## config.mk

```make
export PLATFORM = sky130hd
export DESIGN_NAME = rxring_writer
export DESIGN_NICKNAME = d
export VERILOG_FILES = /design/src/rtl/rxring_pkg.sv /design/src/rtl/rxring_space.sv /design/src/rtl/rxring_link.sv /design/src/rtl/rxring_addr.sv /design/src/rtl/rxring_writer.sv
export SDC_FILE = /design/constraint.sdc
export NUM_CORES = 1
export LEC_CHECK = 0
export BUFFER_PORTS_ARGS = -buffer_cell sky130_fd_sc_hd__buf_2
export CAP_MARGIN = 20
export CORE_ASPECT_RATIO = 1.25
export CORE_UTILIZATION = 54
export CTS_CLUSTER_DIAMETER = 40
export CTS_CLUSTER_SIZE = 14
export DETAILED_ROUTE_END_ITERATION = 8
export PLACE_DENSITY = 0.83
export SLEW_MARGIN = 5
export SYNTH_ARGS = -nofsm -noshare
export SYNTH_HDL_FRONTEND = slang
export SYNTH_SLANG_ARGS = --single-unit
```

## constraint.sdc

```tcl
create_clock -name clk -period 5.2 [get_ports clk]
set_input_delay 0.26 -clock clk [delete_from_list [all_inputs] [get_ports clk]]
set_output_delay 0.26 -clock clk [all_outputs]
set_load 0.02 [all_outputs]
```

## src/rtl/rxring_pkg.sv

```systemverilog
package rxring_pkg;

    localparam int PAGE_BYTES = 256;
    localparam int MIN_BODY   = 60;
    localparam int MAX_BODY   = 1514;
    localparam int DESC_BYTES = 4;
    localparam int CRC_SLACK  = 4;
    localparam int ROOM_BYTES = MAX_BODY + DESC_BYTES;

    localparam logic [7:0] ST_OK_BIT  = 8'h01;
    localparam logic [7:0] ST_GRP_BIT = 8'h20;

    typedef enum logic [1:0] {
        WR_IDLE,
        WR_BODY,
        WR_DESC,
        WR_FIN
    } wr_state_t;

    typedef struct packed {
        logic [15:0] body_len;
        logic [15:0] padded_len;
        logic [15:0] total_len;
    } frame_size_t;

    function automatic frame_size_t size_frame(input logic [15:0] len);
        frame_size_t s;
        s.body_len   = len;
        s.padded_len = (len < 16'(MIN_BODY)) ? 16'(MIN_BODY) : len;
        s.total_len  = s.padded_len + 16'(DESC_BYTES);
        return s;
    endfunction

    function automatic logic [15:0] page_span(input logic [15:0] total);
        logic [16:0] t;
        t = {1'b0, total} + 17'(CRC_SLACK + PAGE_BYTES - 1);
        return {7'd0, t[16:8]};
    endfunction

endpackage

```

## src/rtl/rxring_space.sv

```systemverilog
module rxring_space #(
    parameter int PG_W = 8
) (
    input  logic            enable,
    input  logic [PG_W-1:0] start_pg,
    input  logic [PG_W-1:0] stop_pg,
    input  logic [PG_W-1:0] bound_pg,
    input  logic [PG_W-1:0] cur_pg,
    output logic            room_ok
);
    import rxring_pkg::*;

    localparam int FB_W = PG_W + 9;

    logic [PG_W-1:0] ring_pages;
    logic [PG_W-1:0] free_pages;
    logic [FB_W-1:0] free_bytes;

    always_comb begin
        ring_pages = stop_pg - start_pg;
        if (cur_pg < bound_pg)
            free_pages = bound_pg - cur_pg;
        else
            free_pages = ring_pages - (cur_pg - bound_pg);
        free_bytes = {1'b0, free_pages, 8'h00};
        room_ok    = enable && (free_bytes >= FB_W'(ROOM_BYTES));
    end

endmodule

```

## src/rtl/rxring_link.sv

```systemverilog
module rxring_link #(
    parameter int PG_W = 8
) (
    input  logic [PG_W-1:0] cur_pg,
    input  logic [PG_W-1:0] start_pg,
    input  logic [PG_W-1:0] stop_pg,
    input  logic [PG_W:0]   span,
    output logic [PG_W-1:0] next_pg
);
    logic [PG_W:0] raw;
    logic [PG_W:0] fixed;

    always_comb begin
        raw = {1'b0, cur_pg} + span;
        if (raw >= {1'b0, stop_pg})
            fixed = raw - ({1'b0, stop_pg} - {1'b0, start_pg});
        else
            fixed = raw;
        next_pg = fixed[PG_W-1:0];
    end

endmodule

```

## src/rtl/rxring_addr.sv

```systemverilog
module rxring_addr #(
    parameter int ADDR_W = 16,
    parameter int PG_W   = ADDR_W - 8
) (
    input  logic              clk,
    input  logic              rst,
    input  logic              load,
    input  logic [ADDR_W-1:0] load_addr,
    input  logic              step,
    input  logic [PG_W-1:0]   start_pg,
    input  logic [PG_W-1:0]   stop_pg,
    output logic [ADDR_W-1:0] addr
);
    logic [ADDR_W:0] bumped;
    logic [ADDR_W:0] wrap_at;

    always_comb begin
        bumped  = {1'b0, addr} + 1'b1;
        wrap_at = {1'b0, stop_pg, 8'h00};
    end

    always_ff @(posedge clk) begin
        if (rst)
            addr <= '0;
        else if (load)
            addr <= load_addr;
        else if (step) begin
            if (bumped == wrap_at)
                addr <= {start_pg, 8'h00};
            else
                addr <= bumped[ADDR_W-1:0];
        end
    end


    addr_step_chk: assert property (@(posedge clk) disable iff (rst)
        (step && !load) |=> (addr == $past(addr) + 1'b1) || (addr == {start_pg, 8'h00}));

endmodule

```

## src/rtl/rxring_writer.sv

```systemverilog
module rxring_writer #(
    parameter int ADDR_W = 16,
    parameter int LEN_W  = 11
) (
    input  logic                clk,
    input  logic                rst,
    input  logic                enable,
    input  logic [ADDR_W-9:0]   start_pg,
    input  logic [ADDR_W-9:0]   stop_pg,
    input  logic [ADDR_W-9:0]   bound_pg,
    input  logic                cur_load,
    input  logic [ADDR_W-9:0]   cur_load_pg,
    output logic [ADDR_W-9:0]   cur_pg,
    input  logic                frm_start,
    input  logic [LEN_W-1:0]    frm_len,
    output logic                rx_ready,
    input  logic                byte_valid,
    input  logic [7:0]          byte_data,
    output logic                byte_ready,
    output logic                mem_we,
    output logic [ADDR_W-1:0]   mem_addr,
    output logic [7:0]          mem_wdata,
    output logic                rx_done
);
    import rxring_pkg::*;

    localparam int PG_W = ADDR_W - 8;

    wr_state_t         state_q;
    frame_size_t       fr_q;
    frame_size_t       fr_new;
    logic [15:0]       cnt_q;
    logic [PG_W-1:0]   base_q;
    logic [PG_W-1:0]   nxt_q;
    logic [PG_W-1:0]   link_pg;
    logic [PG_W-1:0]   cur_q;
    logic              grp_q;
    logic [1:0]        hidx_q;
    logic              room_ok;
    logic              accept;
    logic              real_byte;
    logic              body_we;
    logic              body_last;
    logic [7:0]        body_byte;
    logic [7:0]        desc_byte;
    logic [15:0]       span16;
    logic [ADDR_W-1:0] ptr_addr;

    always_comb begin
        fr_new = size_frame(16'(frm_len));
        span16 = page_span(fr_new.total_len);
    end

    rxring_space #(.PG_W(PG_W)) space_i (
        .enable  (enable),
        .start_pg(start_pg),
        .stop_pg (stop_pg),
        .bound_pg(bound_pg),
        .cur_pg  (cur_q),
        .room_ok (room_ok)
    );

    rxring_link #(.PG_W(PG_W)) link_i (
        .cur_pg  (cur_q),
        .start_pg(start_pg),
        .stop_pg (stop_pg),
        .span    (span16[PG_W:0]),
        .next_pg (link_pg)
    );

    rxring_addr #(.ADDR_W(ADDR_W), .PG_W(PG_W)) addr_i (
        .clk      (clk),
        .rst      (rst),
        .load     (accept),
        .load_addr({cur_q, 8'h04}),
        .step     (body_we),
        .start_pg (start_pg),
        .stop_pg  (stop_pg),
        .addr     (ptr_addr)
    );

    always_comb begin
        rx_ready   = (state_q == WR_IDLE) && room_ok;
        accept     = frm_start && rx_ready;
        real_byte  = cnt_q < fr_q.body_len;
        byte_ready = (state_q == WR_BODY) && real_byte;
        body_we    = (state_q == WR_BODY) && (real_byte ? byte_valid : 1'b1);
        body_byte  = real_byte ? byte_data : 8'h00;
        body_last  = body_we && (cnt_q == fr_q.padded_len - 16'd1);
        case (hidx_q)
            2'd0:    desc_byte = ST_OK_BIT | (grp_q ? ST_GRP_BIT : 8'h00);
            2'd1:    desc_byte = 8'(nxt_q);
            2'd2:    desc_byte = fr_q.total_len[7:0];
            default: desc_byte = fr_q.total_len[15:8];
        endcase
        mem_we    = body_we || (state_q == WR_DESC);
        mem_addr  = (state_q == WR_DESC) ? {base_q, 6'd0, hidx_q} : ptr_addr;
        mem_wdata = (state_q == WR_DESC) ? desc_byte : body_byte;
        rx_done   = (state_q == WR_FIN);
        cur_pg    = cur_q;
    end

    always_ff @(posedge clk) begin
        if (rst) begin
            state_q <= WR_IDLE;
            fr_q    <= '0;
            cnt_q   <= '0;
            base_q  <= '0;
            nxt_q   <= '0;
            grp_q   <= 1'b0;
            hidx_q  <= '0;
        end else begin
            case (state_q)
                WR_IDLE: if (accept) begin
                    fr_q    <= fr_new;
                    base_q  <= cur_q;
                    nxt_q   <= link_pg;
                    cnt_q   <= '0;
                    grp_q   <= 1'b0;
                    state_q <= WR_BODY;
                end
                WR_BODY: if (body_we) begin
                    cnt_q <= cnt_q + 16'd1;
                    if (cnt_q == 16'd0)
                        grp_q <= body_byte[0];
                    if (body_last) begin
                        hidx_q  <= '0;
                        state_q <= WR_DESC;
                    end
                end
                WR_DESC: begin
                    hidx_q <= hidx_q + 2'd1;
                    if (hidx_q == 2'd3)
                        state_q <= WR_FIN;
                end
                default: state_q <= WR_IDLE;
            endcase
        end
    end

    always_ff @(posedge clk) begin
        if (rst)
            cur_q <= '0;
        else if (state_q == WR_FIN)
            cur_q <= nxt_q;
        else if (cur_load)
            cur_q <= cur_load_pg;
    end


    ring_write_chk: assert property (@(posedge clk) disable iff (rst)
        mem_we |-> (mem_addr >= {start_pg, 8'h00}) && (mem_addr < {stop_pg, 8'h00}));


    done_pulse_chk: assert property (@(posedge clk) disable iff (rst)
        rx_done |=> !rx_done);


    cur_in_ring_chk: assert property (@(posedge clk) disable iff (rst)
        rx_done |=> (cur_pg >= start_pg) && (cur_pg < stop_pg));


    no_room_hold_chk: assert property (@(posedge clk) disable iff (rst)
        (state_q == WR_IDLE && !room_ok) |=> (state_q == WR_IDLE) && !mem_we);


    ready_excl_chk: assert property (@(posedge clk) disable iff (rst)
        byte_ready |-> !rx_ready && !rx_done);

endmodule

```

==> out/metrics.cfg <==
[placed_design]
place_congestion = 0.928
portBuffers = 92
place_hpwl_mm = 18.0
dp_slack_ns = -0.258

[finish]
drive_above_1_share_pct = 18.9
areaGrowthSynthToFinish_pct = 17.9
utilization_pct = 66.3
fill_cells = 1208
nets = 1274
antenna_cells = 0

[sta]
tns_ns = 0
fin_skew_ns = 0.0124
worst_slew_margin_rel_pct = 43.6
worstMarginPinSlew_ns = 0.846
setup_violations = 0
slew_violations = 0
period_needed_ns = 5.00
fin_crit_sh_pct = 96.2
fin_ws_ns = 0.196
hold_viol_final = 0
fmax_mhz = 200
hold_slack_ns = 0.201

[worst_setup_path]
slowest_stage = or4_4
critPathCaptureType = flop
cp-start-kind = primary input
required_ns = 5.48
critPathArrivalTime_ns = 5.28
path_class = in -> reg
crit_fanout = 4
cp_slowest_stage_delay_ns = 0.54

[cts]
tritoncts = built
clk_pin_slew_ns = 0.07
cts-root-buf = clkbuf_16
clock_sinks = 93
clk_path_buf_depth = 2
cts_buffers = 9
clk_latency_ns = 0.35
htreeDepth = 3

[synthesis]
synth_top_area_share_pct = 23.7
yosysSeqAreaShare_pct = 23.7
ys.flop_type = dfxtp_1
syn_inst = 1026
async_reset_ff_share_pct = 0
synth_common_cells = 123 x nand2_1, 93 x a21oi_1, 93 x dfxtp_1
synth_edf_count = 0
synth_area_per_cell_um2 = 7.67
yosys-top-cells-area = dfxtp_1 24%, ha_1 9.9%, a21oi_1 5.9%, nand2_1 5.9%, fa_1 5.9%
yosysTopAreaCell = dfxtp_1
synth_fp_nets = 1168
netlist_area_mm2 = 0.00787
synth.distinct_cells = 70
yosysMostFrequentCell = nand2_1
synth-seq-cells = 93
synth.yosys.warnings = 0

[floorplanning]
initial_core_util_pct = 56.2
dieArea_mm2 = 0.0151
die_x_um = 110
rows = 48
ios = 93
die_h_um = 137
core_mm2 = 0.0140

[power_and_ir_drop]
power_mw = 3.16
power_density_mw_per_mm2 = 341
irDropWorstVdd_v = 0.000233
cellLeakagePower_nw = 3.91

[outcome]
outcome = complete, no violations

[grt]
track_usage_pct = 31.4
grt_overflow_total = 0
grt_max_degree = 76
antenna_found_initial = 0
first_global_vias = 7617
grt_first_pass_wirelength_mm = 36.5

[drt]
drtIter0Drc = 838
vias = 8050
routedWlPerCell_um = 17.9
via_per_inst = 6.14
ant_nets = 0
wl_mm = 23.4
dr.pass1.iters = 6
drc = 0

[min_path]
hold_class = in -> reg

[flow_run]
maxCapViolations = 0

repair_timing:
item,4_1_cts,5_1_grt
setup buffers,0,5
gates resized for setup,0,22
hold buffers,0,0
setup endpoints to repair,0,8
critical path: cells and delay by family:
kind,cells,cell delay (ns)
AOI/OAI and AO/OA,11,1.68
xor gates and xnor gates,4,0.63
adders and majority gates,4,1.11
buffers and inverters,3,0.25
and+or+nand+nor,7,1.36
stage by stage:
| step | std cells | area, um2 |
|---|---|---|
| after floorplan | 1026 | 7940 |
| after global placement | 1289 | 8800 |
| after detailed placement | 1290 | 8820 |
| after CTS | 1306 | 9130 |
| after global routing | 1312 | 9270 |
| final | 1312 | 9270 |
power breakdown:
| part | total [mW] | switching (mW) | internal, mW |
|---|---|---|---|
| Combinational | 1.59 | 0.925 | 0.666 |
| Sequential | 0.895 | 0.104 | 0.791 |
| Clock | 0.678 | 0.289 | 0.389 |
| Total | 3.16 | 1.32 | 1.85 |
path summary, 6_finish.rpt:
kind | end | slack [ns] | from | cells past startpoint
max | nxt_q[7]$_SDFFE_PP0P_ | 0.20 | frm_len[6] | 29
min | fr_q[35]$_SDFFE_PP0P_ | 0.20 | frm_len[3] | 3
max reg2reg | fr_q[11]$_SDFFE_PP0P_ | 0.47 | cur_pg[0]$_SDFFE_PP0P_ | 16
min reg2reg | fr_q[39]$_SDFFE_PP0P_ | 0.46 | fr_q[39]$_SDFFE_PP0P_ | 2
sequential cells by signal, summed over array words and instances, names as in the netlist:
| register | cells |
|---|---|
| cnt_q | 16 |
| grp_q | 1 |
| base_q | 8 |
| nxt_q | 8 |
| cur_pg | 8 |
| hidx_q | 2 |
| fr_q | 32 |
| state_q | 2 |
| addr_i.addr | 16 |
placed cells by master, fill, tap and decap left out, types with 10 or more instances in the layout:
master,instances
buf_4,54
ha_1,59
mux2i_1,15
nor2b_1,14
fa_1,22
and3_1,17
nand2_1,123
or4_1,10
xnor2_1,42
a211oi_1,27
nor2_1,86
dfxtp_1,93
buf_2,92
nor4_1,10
nand3_1,27
a21oi_1,89
or3_1,12
o21ai_0,29
nand4_1,17
nor3_1,15
inv_1,76
nand2b_1,13
xor2_1,16
a21o_1,16
cell families after synthesis:
group	Yosys count	synth area share, %
adders and majority gates	85	15.7
AOI/OAI and AO/OA	250	20.6
and+or+nand+nor	378	23.4
other	1	0.0477
buffers and inverters	134	6.59
DFF	93	23.7
muxes	24	3.20
xor gates and xnor gates	61	6.79
routing by layer:
| layer | wire [um] | GRT usage (%) | up-vias |
|---|---|---|---|
| li1 | - | - | 3831 |
| met1 | 9030 | 36.3 | 3804 |
| met2 | 11600 | 54.9 | 329 |
| met3 | 1440 | 3.57 | 86 |
| met4 | 1340 | 18.6 | 0 |
| met5 | 0 | 0 | - |
final cells by class:
| type | instances | area, um2 | area share, % |
|---|---|---|---|
| Multi-Input combinational cell | 800 | 5670 | 61.2 |
| Clock buffer | 10 | 239 | 2.58 |
| Timing Repair Buffer | 148 | 913 | 9.85 |
| Clock inverter | 6 | 67.6 | 0.729 |
| Inverter | 80 | 300 | 3.24 |
| Tap cell | 175 | 219 | 2.36 |
| Sequential cell | 93 | 1860 | 20.1 |
(Power assumes the default switching activity.)
